$ cat config.mk
export PLATFORM = sky130hd
export DESIGN_NAME = keyed_cfg_gate
export DESIGN_NICKNAME = d
export VERILOG_FILES = /design/src/rtl/cfgkey_pkg.sv /design/src/rtl/cfg_unlock_ctl.sv /design/src/rtl/cfg_reg_store.sv /design/src/rtl/cfg_read_mux.sv /design/src/rtl/keyed_cfg_gate.sv
export SDC_FILE = /design/constraint.sdc
export NUM_CORES = 1
export LEC_CHECK = 0
export BUFFER_PORTS_ARGS = -buffer_cell sky130_fd_sc_hd__buf_2
export CORE_MARGIN = 4
export CORE_UTILIZATION = 45
export DETAILED_ROUTE_END_ITERATION = 10
export PLACE_DENSITY = 0.68
export SYNTH_ARGS = -nofsm -noshare
export SYNTH_HDL_FRONTEND = slang
export SYNTH_SLANG_ARGS = --single-unit
export TNS_END_PERCENT = 50
$ cat constraint.sdc
create_clock -name clk -period 8.6 [get_ports clk]
set_input_delay 0.43 -clock clk [delete_from_list [all_inputs] [get_ports clk]]
set_output_delay 0.43 -clock clk [all_outputs]
set_load 0.01 [all_outputs]
$ cat src/rtl/cfgkey_pkg.sv
package cfgkey_pkg;

    localparam int ADDR_W     = 8;
    localparam int DATA_W     = 32;
    localparam int KEY_W      = 8;
    localparam int N_PROT     = 6;
    localparam int N_GEN      = 12;
    localparam int N_STAT     = 4;
    localparam int PROT_IDX_W = $clog2(N_PROT);
    localparam int GEN_IDX_W  = $clog2(N_GEN);

    localparam logic [ADDR_W-1:0] OFF_ERRCLR   = 8'h10;
    localparam logic [ADDR_W-1:0] OFF_STATUS   = 8'h14;
    localparam logic [ADDR_W-1:0] OFF_UNLOCK   = 8'h18;
    localparam logic [ADDR_W-1:0] OFF_SYNC     = 8'h40;
    localparam logic [ADDR_W-1:0] OFF_GEN_BASE = 8'h74;
    localparam logic [KEY_W-1:0]  KEY_BYTE     = 8'hAA;

    localparam logic [ADDR_W-1:0] PROT_OFF [N_PROT] =
        '{8'h20, 8'h24, 8'h28, 8'h30, 8'h34, 8'h38};

    // Bit position of each status input inside the status word
    localparam int STAT_POS [N_STAT] = '{0, 2, 3, 6};

    typedef struct packed {
        logic                  hit;
        logic [PROT_IDX_W-1:0] idx;
    } prot_dec_t;

    typedef struct packed {
        logic                 hit;
        logic [GEN_IDX_W-1:0] idx;
    } gen_dec_t;

    function automatic prot_dec_t prot_decode(input logic [ADDR_W-1:0] a);
        prot_dec_t d;
        d = '0;
        for (int i = 0; i < N_PROT; i++) begin
            if (a == PROT_OFF[i]) begin
                d.hit = 1'b1;
                d.idx = PROT_IDX_W'(i);
            end
        end
        return d;
    endfunction

    function automatic gen_dec_t gen_decode(input logic [ADDR_W-1:0] a);
        gen_dec_t          d;
        logic [ADDR_W-1:0] rel;
        rel   = a - OFF_GEN_BASE;
        d.hit = (a >= OFF_GEN_BASE) && (rel[1:0] == 2'b00)
                && (int'(rel[ADDR_W-1:2]) < N_GEN);
        d.idx = GEN_IDX_W'(rel[ADDR_W-1:2]);
        return d;
    endfunction

    function automatic logic [DATA_W-1:0] status_word(input logic [N_STAT-1:0] s);
        logic [DATA_W-1:0] w;
        w = '0;
        for (int i = 0; i < N_STAT; i++) begin
            w[STAT_POS[i]] = s[i];
        end
        return w;
    endfunction

endpackage

$ cat src/rtl/cfg_unlock_ctl.sv
module cfg_unlock_ctl
    import cfgkey_pkg::*;
(
    input  logic              clk,
    input  logic              rst,
    input  logic              we,
    input  logic [ADDR_W-1:0] addr,
    input  logic [KEY_W-1:0]  key_in,
    input  logic [ADDR_W-1:0] tgt_in,
    input  logic              clr_bit,
    input  prot_dec_t         pdec,
    output logic              accept,
    output logic              pend_vld,
    output logic              err_flag
);

    logic [ADDR_W-1:0] pend_off;
    logic              key_ok;
    logic              reject;

    assign key_ok = we && (addr == OFF_UNLOCK) && (key_in == KEY_BYTE);
    assign accept = we && pdec.hit && pend_vld && (pend_off == addr);
    assign reject = we && pdec.hit && !accept;

    always_ff @(posedge clk) begin
        if (rst) begin
            pend_vld <= 1'b0;
            pend_off <= '0;
        end else if (we) begin
            pend_vld <= key_ok;
            if (key_ok) begin
                pend_off <= tgt_in;
            end
        end
    end

    always_ff @(posedge clk) begin
        if (rst) begin
            err_flag <= 1'b0;
        end else if (reject) begin
            err_flag <= 1'b1;
        end else if (we && (addr == OFF_ERRCLR) && clr_bit) begin
            err_flag <= 1'b0;
        end
    end

endmodule

$ cat src/rtl/cfg_reg_store.sv
module cfg_reg_store
    import cfgkey_pkg::*;
(
    input  logic                          clk,
    input  logic                          rst,
    input  logic                          we,
    input  logic [ADDR_W-1:0]             addr,
    input  logic [DATA_W-1:0]             wdata,
    input  logic                          accept,
    input  prot_dec_t                     pdec,
    input  gen_dec_t                      gdec,
    output logic [N_PROT-1:0][DATA_W-1:0] prot_q,
    output logic [N_GEN-1:0][DATA_W-1:0]  gen_q,
    output logic [N_PROT-1:0]             prot_stb,
    output logic [N_GEN-1:0]              gen_stb,
    output logic                          sync_pulse
);

    for (genvar i = 0; i < N_PROT; i++) begin : g_prot
        logic sel;
        assign sel = accept && (pdec.idx == PROT_IDX_W'(i));
        always_ff @(posedge clk) begin
            if (rst) begin
                prot_q[i]   <= '0;
                prot_stb[i] <= 1'b0;
            end else begin
                prot_stb[i] <= sel;
                if (sel) begin
                    prot_q[i] <= wdata;
                end
            end
        end
    end

    for (genvar k = 0; k < N_GEN; k++) begin : g_gen
        logic sel;
        assign sel = we && gdec.hit && (gdec.idx == GEN_IDX_W'(k));
        always_ff @(posedge clk) begin
            if (rst) begin
                gen_q[k]   <= '0;
                gen_stb[k] <= 1'b0;
            end else begin
                gen_stb[k] <= sel;
                if (sel) begin
                    gen_q[k] <= wdata;
                end
            end
        end
    end

    always_ff @(posedge clk) begin
        if (rst) begin
            sync_pulse <= 1'b0;
        end else begin
            sync_pulse <= we && (addr == OFF_SYNC) && wdata[0];
        end
    end

endmodule

$ cat src/rtl/cfg_read_mux.sv
module cfg_read_mux
    import cfgkey_pkg::*;
(
    input  logic [ADDR_W-1:0]             addr,
    input  prot_dec_t                     pdec,
    input  gen_dec_t                      gdec,
    input  logic [N_PROT-1:0][DATA_W-1:0] prot_q,
    input  logic [N_GEN-1:0][DATA_W-1:0]  gen_q,
    input  logic [N_STAT-1:0]             status_in,
    input  logic                          err_flag,
    output logic [DATA_W-1:0]             rdata
);

    always_comb begin
        rdata = '0;
        if (pdec.hit) begin
            rdata = prot_q[pdec.idx];
        end else if (gdec.hit) begin
            rdata = gen_q[gdec.idx];
        end else begin
            case (addr)
                OFF_STATUS: rdata = status_word(status_in);
                OFF_ERRCLR: rdata = {{(DATA_W-1){1'b0}}, err_flag};
                default:    rdata = '0;
            endcase
        end
    end

endmodule

$ cat src/rtl/keyed_cfg_gate.sv
module keyed_cfg_gate
    import cfgkey_pkg::*;
(
    input  logic              clk,
    input  logic              rst,
    input  logic [7:0]        bus_addr,
    input  logic [31:0]       bus_wdata,
    input  logic              bus_we,
    output logic [31:0]       bus_rdata,
    input  logic [3:0]        status_in,
    output logic [5:0]        cfg_wr_stb,
    output logic [11:0]       gen_wr_stb,
    output logic              sync_pulse,
    output logic              err_flag
);

    prot_dec_t                     pdec;
    gen_dec_t                      gdec;
    logic                          accept;
    logic                          pend_vld;
    logic [N_PROT-1:0][DATA_W-1:0] prot_q;
    logic [N_GEN-1:0][DATA_W-1:0]  gen_q;

    assign pdec = prot_decode(bus_addr);
    assign gdec = gen_decode(bus_addr);

    cfg_unlock_ctl u_unlock (
        .clk      (clk),
        .rst      (rst),
        .we       (bus_we),
        .addr     (bus_addr),
        .key_in   (bus_wdata[DATA_W-1 -: KEY_W]),
        .tgt_in   (bus_wdata[ADDR_W-1:0]),
        .clr_bit  (bus_wdata[0]),
        .pdec     (pdec),
        .accept   (accept),
        .pend_vld (pend_vld),
        .err_flag (err_flag)
    );

    cfg_reg_store u_store (
        .clk        (clk),
        .rst        (rst),
        .we         (bus_we),
        .addr       (bus_addr),
        .wdata      (bus_wdata),
        .accept     (accept),
        .pdec       (pdec),
        .gdec       (gdec),
        .prot_q     (prot_q),
        .gen_q      (gen_q),
        .prot_stb   (cfg_wr_stb),
        .gen_stb    (gen_wr_stb),
        .sync_pulse (sync_pulse)
    );

    cfg_read_mux u_rd (
        .addr      (bus_addr),
        .pdec      (pdec),
        .gdec      (gdec),
        .prot_q    (prot_q),
        .gen_q     (gen_q),
        .status_in (status_in),
        .err_flag  (err_flag),
        .rdata     (bus_rdata)
    );

endmodule

==> metrics.yaml <==
fillCellCount: 5486
async_reset_ff_frac: 0
drive_above_1_share: 0.1398
clock_latency_ps: 640
critPathKind: "in -> out"
port_buffers: 98
die_w_um: 257.9
crit_buf_inv: 5
synth-main-ff-cell: "dfxtp_1"
clock_skew_ps: 17.72
sw_frac_of_total: 0.2382
core_area_sq_um: 61830
numCtsBuffers: 61
vias: 20944
final_core_util: 0.5007
arrival_ps: 4790
slew_headroom: 0.1652
ant_nets: 0
grt_overflow: 0
wl_per_cell_um: 23.12
syn_avg_cell_area_sq_um: 10.22
row_count: 91
dp_cells: 3409
final_cells: 3520
end_kind: "output port"
finalSetupViolations: 0
cts.path.max_buffers: 3
die_area_sq_um: 66520
yosysWarnings: 0
cts_hold_buffers: 0
tns_ps: 0
slowest_stage: "buf_6"
cts_setup_buffers: 0
syn-cell-area_sq_um: 28110
path_cells: "buf_6, inv_1, ha_4, and3b_1, mux2i_1, a32oi_4, buf_4, buf_4, a311oi_1, a221o_1, buf_2"
grt_pass1_vias: 21439
yosysUniqueCellTypes: 57
synth_top_area_cell: "dfxtp_1"
synth_edf_count: 0
regArea_sq_um: 12110
dp_hpwl_mm: 48.38
crit_required_ps: 8170
p_switching_w: 0.001401
via_per_inst: 5.950
drc: 0
syn_nets: 2802
cts_tree: "done"
grt_start_max_net_pins: 205
cts_resized: 0
synth_top_area_share: 0.4309
finalHoldWorstSlack_ps: 85.42
cts_sinks: 605
max_clock_freq_mhz: 191.5
yosysMostFrequentCell: "dfxtp_1"
ys_ff_latch: 605
critical_path.max_stage_delay_ps: 600
rsz0062_at_grt: "false"
cpLargestDelayFamily: "buffers and inverters"
grt_pass1_wl_mm: 125.7
design_area_sq_um: 30950
outcome: "completed"
yosys-top-cells-area: "dfxtp_1 43%, mux2i_1 19%, nand2b_1 12%"
start_util: 0.4546
post-route-period-util: 0.6073
slew_violations: 0
yosysSeqAreaShare: 0.4309
power_frac_comb: 0.062
antennaDiodeCount: 0
dpl-instance-area_sq_um: 28910
cts-htree-levels: 2
io_pins: 99
antenna_found_initial: 2
p_leak_nw: 13.48
drt_iter0_markers: 1878
nNetsFinal: 2686
tightestPinTransition_ps: 1252
peakVddDrop_uv: 151.7
min_period_ps: 5223
synth_cells: 2751
first_pass_iters: 6
p_per_area_nw_per_um2: 189.9
drv_cap: 0
holdCritPathClass: "in -> reg"
yosys-top-cells-count: "605 x dfxtp_1, 546 x nand2b_1, 523 x mux2i_1, 247 x clkbuf_1, 121 x a21oi_1"
finalWirelength_mm: 81.37
p_int_w: 0.004479
globalplace.congestion: 0.8191
ctsRootBufferMaster: "clkbuf_16"
seqPwrFrac: 0.477
path_clk_slew_ps: 60
clkPwrFrac: 0.461
hold_viol: 0
multi_input_area_sq_um: 14920
syn2layout_area_growth_pct: 10.13
dieHeight_um: 257.9
critPathLaunchType: "input pin"
crit_top_cell: "buf_4"
crit_fanout: 58
grt_usage: 0.2372
## tightest hold or removal path: stages
cell and delay (ps):
buf_2 120, nand3_1 60, a21oi_1 50
## logic make-up (layout without fill, tap and decap cells)
family / after synthesis / count (layout) / synth area share
AND/OR/NAND/NOR: 830 / 830 / 0.1725
multiplexers: 619 / 619 / 0.2632
flip-flops: 605 / 605 / 0.4309
AO/OA/AOI/OAI: 361 / 361 / 0.08262
buffers and inverters: 320 / 252 / 0.04523
XOR/XNOR: 12 / 12 / 0.003739
adder cells (fa/ha/maj): 4 / 4 / 0.001781
## cell type report
| type | count | share of cell area |
|---|---|---|
| multi-input combinational | 1826 | 0.4821 |
| sequential | 605 | 0.3913 |
| clock buffer | 88 | 0.05809 |
| tap | 837 | 0.03383 |
| timing repair buffer | 138 | 0.02648 |
| clock inverter | 23 | 0.007882 |
| inverter | 3 | 0.0003638 |
## power by group through the flow
stage / Sequential [W] / Clock, W / Combinational [W]
final: 0.00281 / 0.00271 / 0.000364
after global routing: 0.00280 / 0.00286 / 0.000382
after CTS: 0.00281 / 0.00275 / 0.000358
after floorplan: 0.00287 / 0 / 0.000241
after detailed placement: 0.00287 / 0 / 0.000357
after global placement: 0.00287 / 0 / 0.000354
## sequential cells by signal (all words and copies together) (netlist names)
signal,count
u_store.gen_q,384
u_unlock.pend_off,8
u_unlock.err_flag,1
u_store.prot_q,192
u_store.prot_stb,6
u_store.gen_stb,12
u_unlock.pend_vld,1
u_store.sync_pulse,1
## cell usage in the layout, fill, tap and decap left out, drive strengths merged, types with 3 or more instances in the layout
master and instances:
a211oi 3, a21oi 121, a221o 9, a221oi 56
a311oi 3, a31oi 54, a32o 5, buf 138
bufinv 4, clkbuf 88, clkinv 17, dfxtp 605
ha 4, inv 4, mux2i 523, mux4 96
nand2 76, nand2b 546, nand3 93, nand4 8
nor2 34, nor2b 5, nor3 37, nor4 4
o21ai 71, o32ai 27, or2 3, or3b 4
or4 8, xnor2 10
## final timing paths
path                   startpoint                 end  slack [ps]  depth (start not counted)
max reg2reg  u_unlock.pend_off[1]  u_store.prot_q[45]        5570                          6
min reg2reg    u_store.gen_q[301]  u_store.gen_q[301]         470                          2
min                 bus_wdata[10]  u_store.gen_q[362]          90                          3
max                   bus_addr[2]        bus_rdata[6]        3380                         11
## metrics by stage
step	total power, W	setup slack, ps
5_1_grt	0.006042	3160
4_1_cts	0.005910	3374
3_5_place_dp	0.003225	3414
6_report	0.005879	3377
2_1_floorplan	0.003108	5229
3_3_place_gp	0.003221	3408
## metal layers
metal,vias up,share of wire,track usage
met5,-,0.00042,0
met4,4,0.035,0.08350
met3,196,0.072,0.04384
met2,779,0.47,0.3907
met1,10477,0.43,0.3142
li1,9488,-,-
Power figures use the tool's default switching activity.
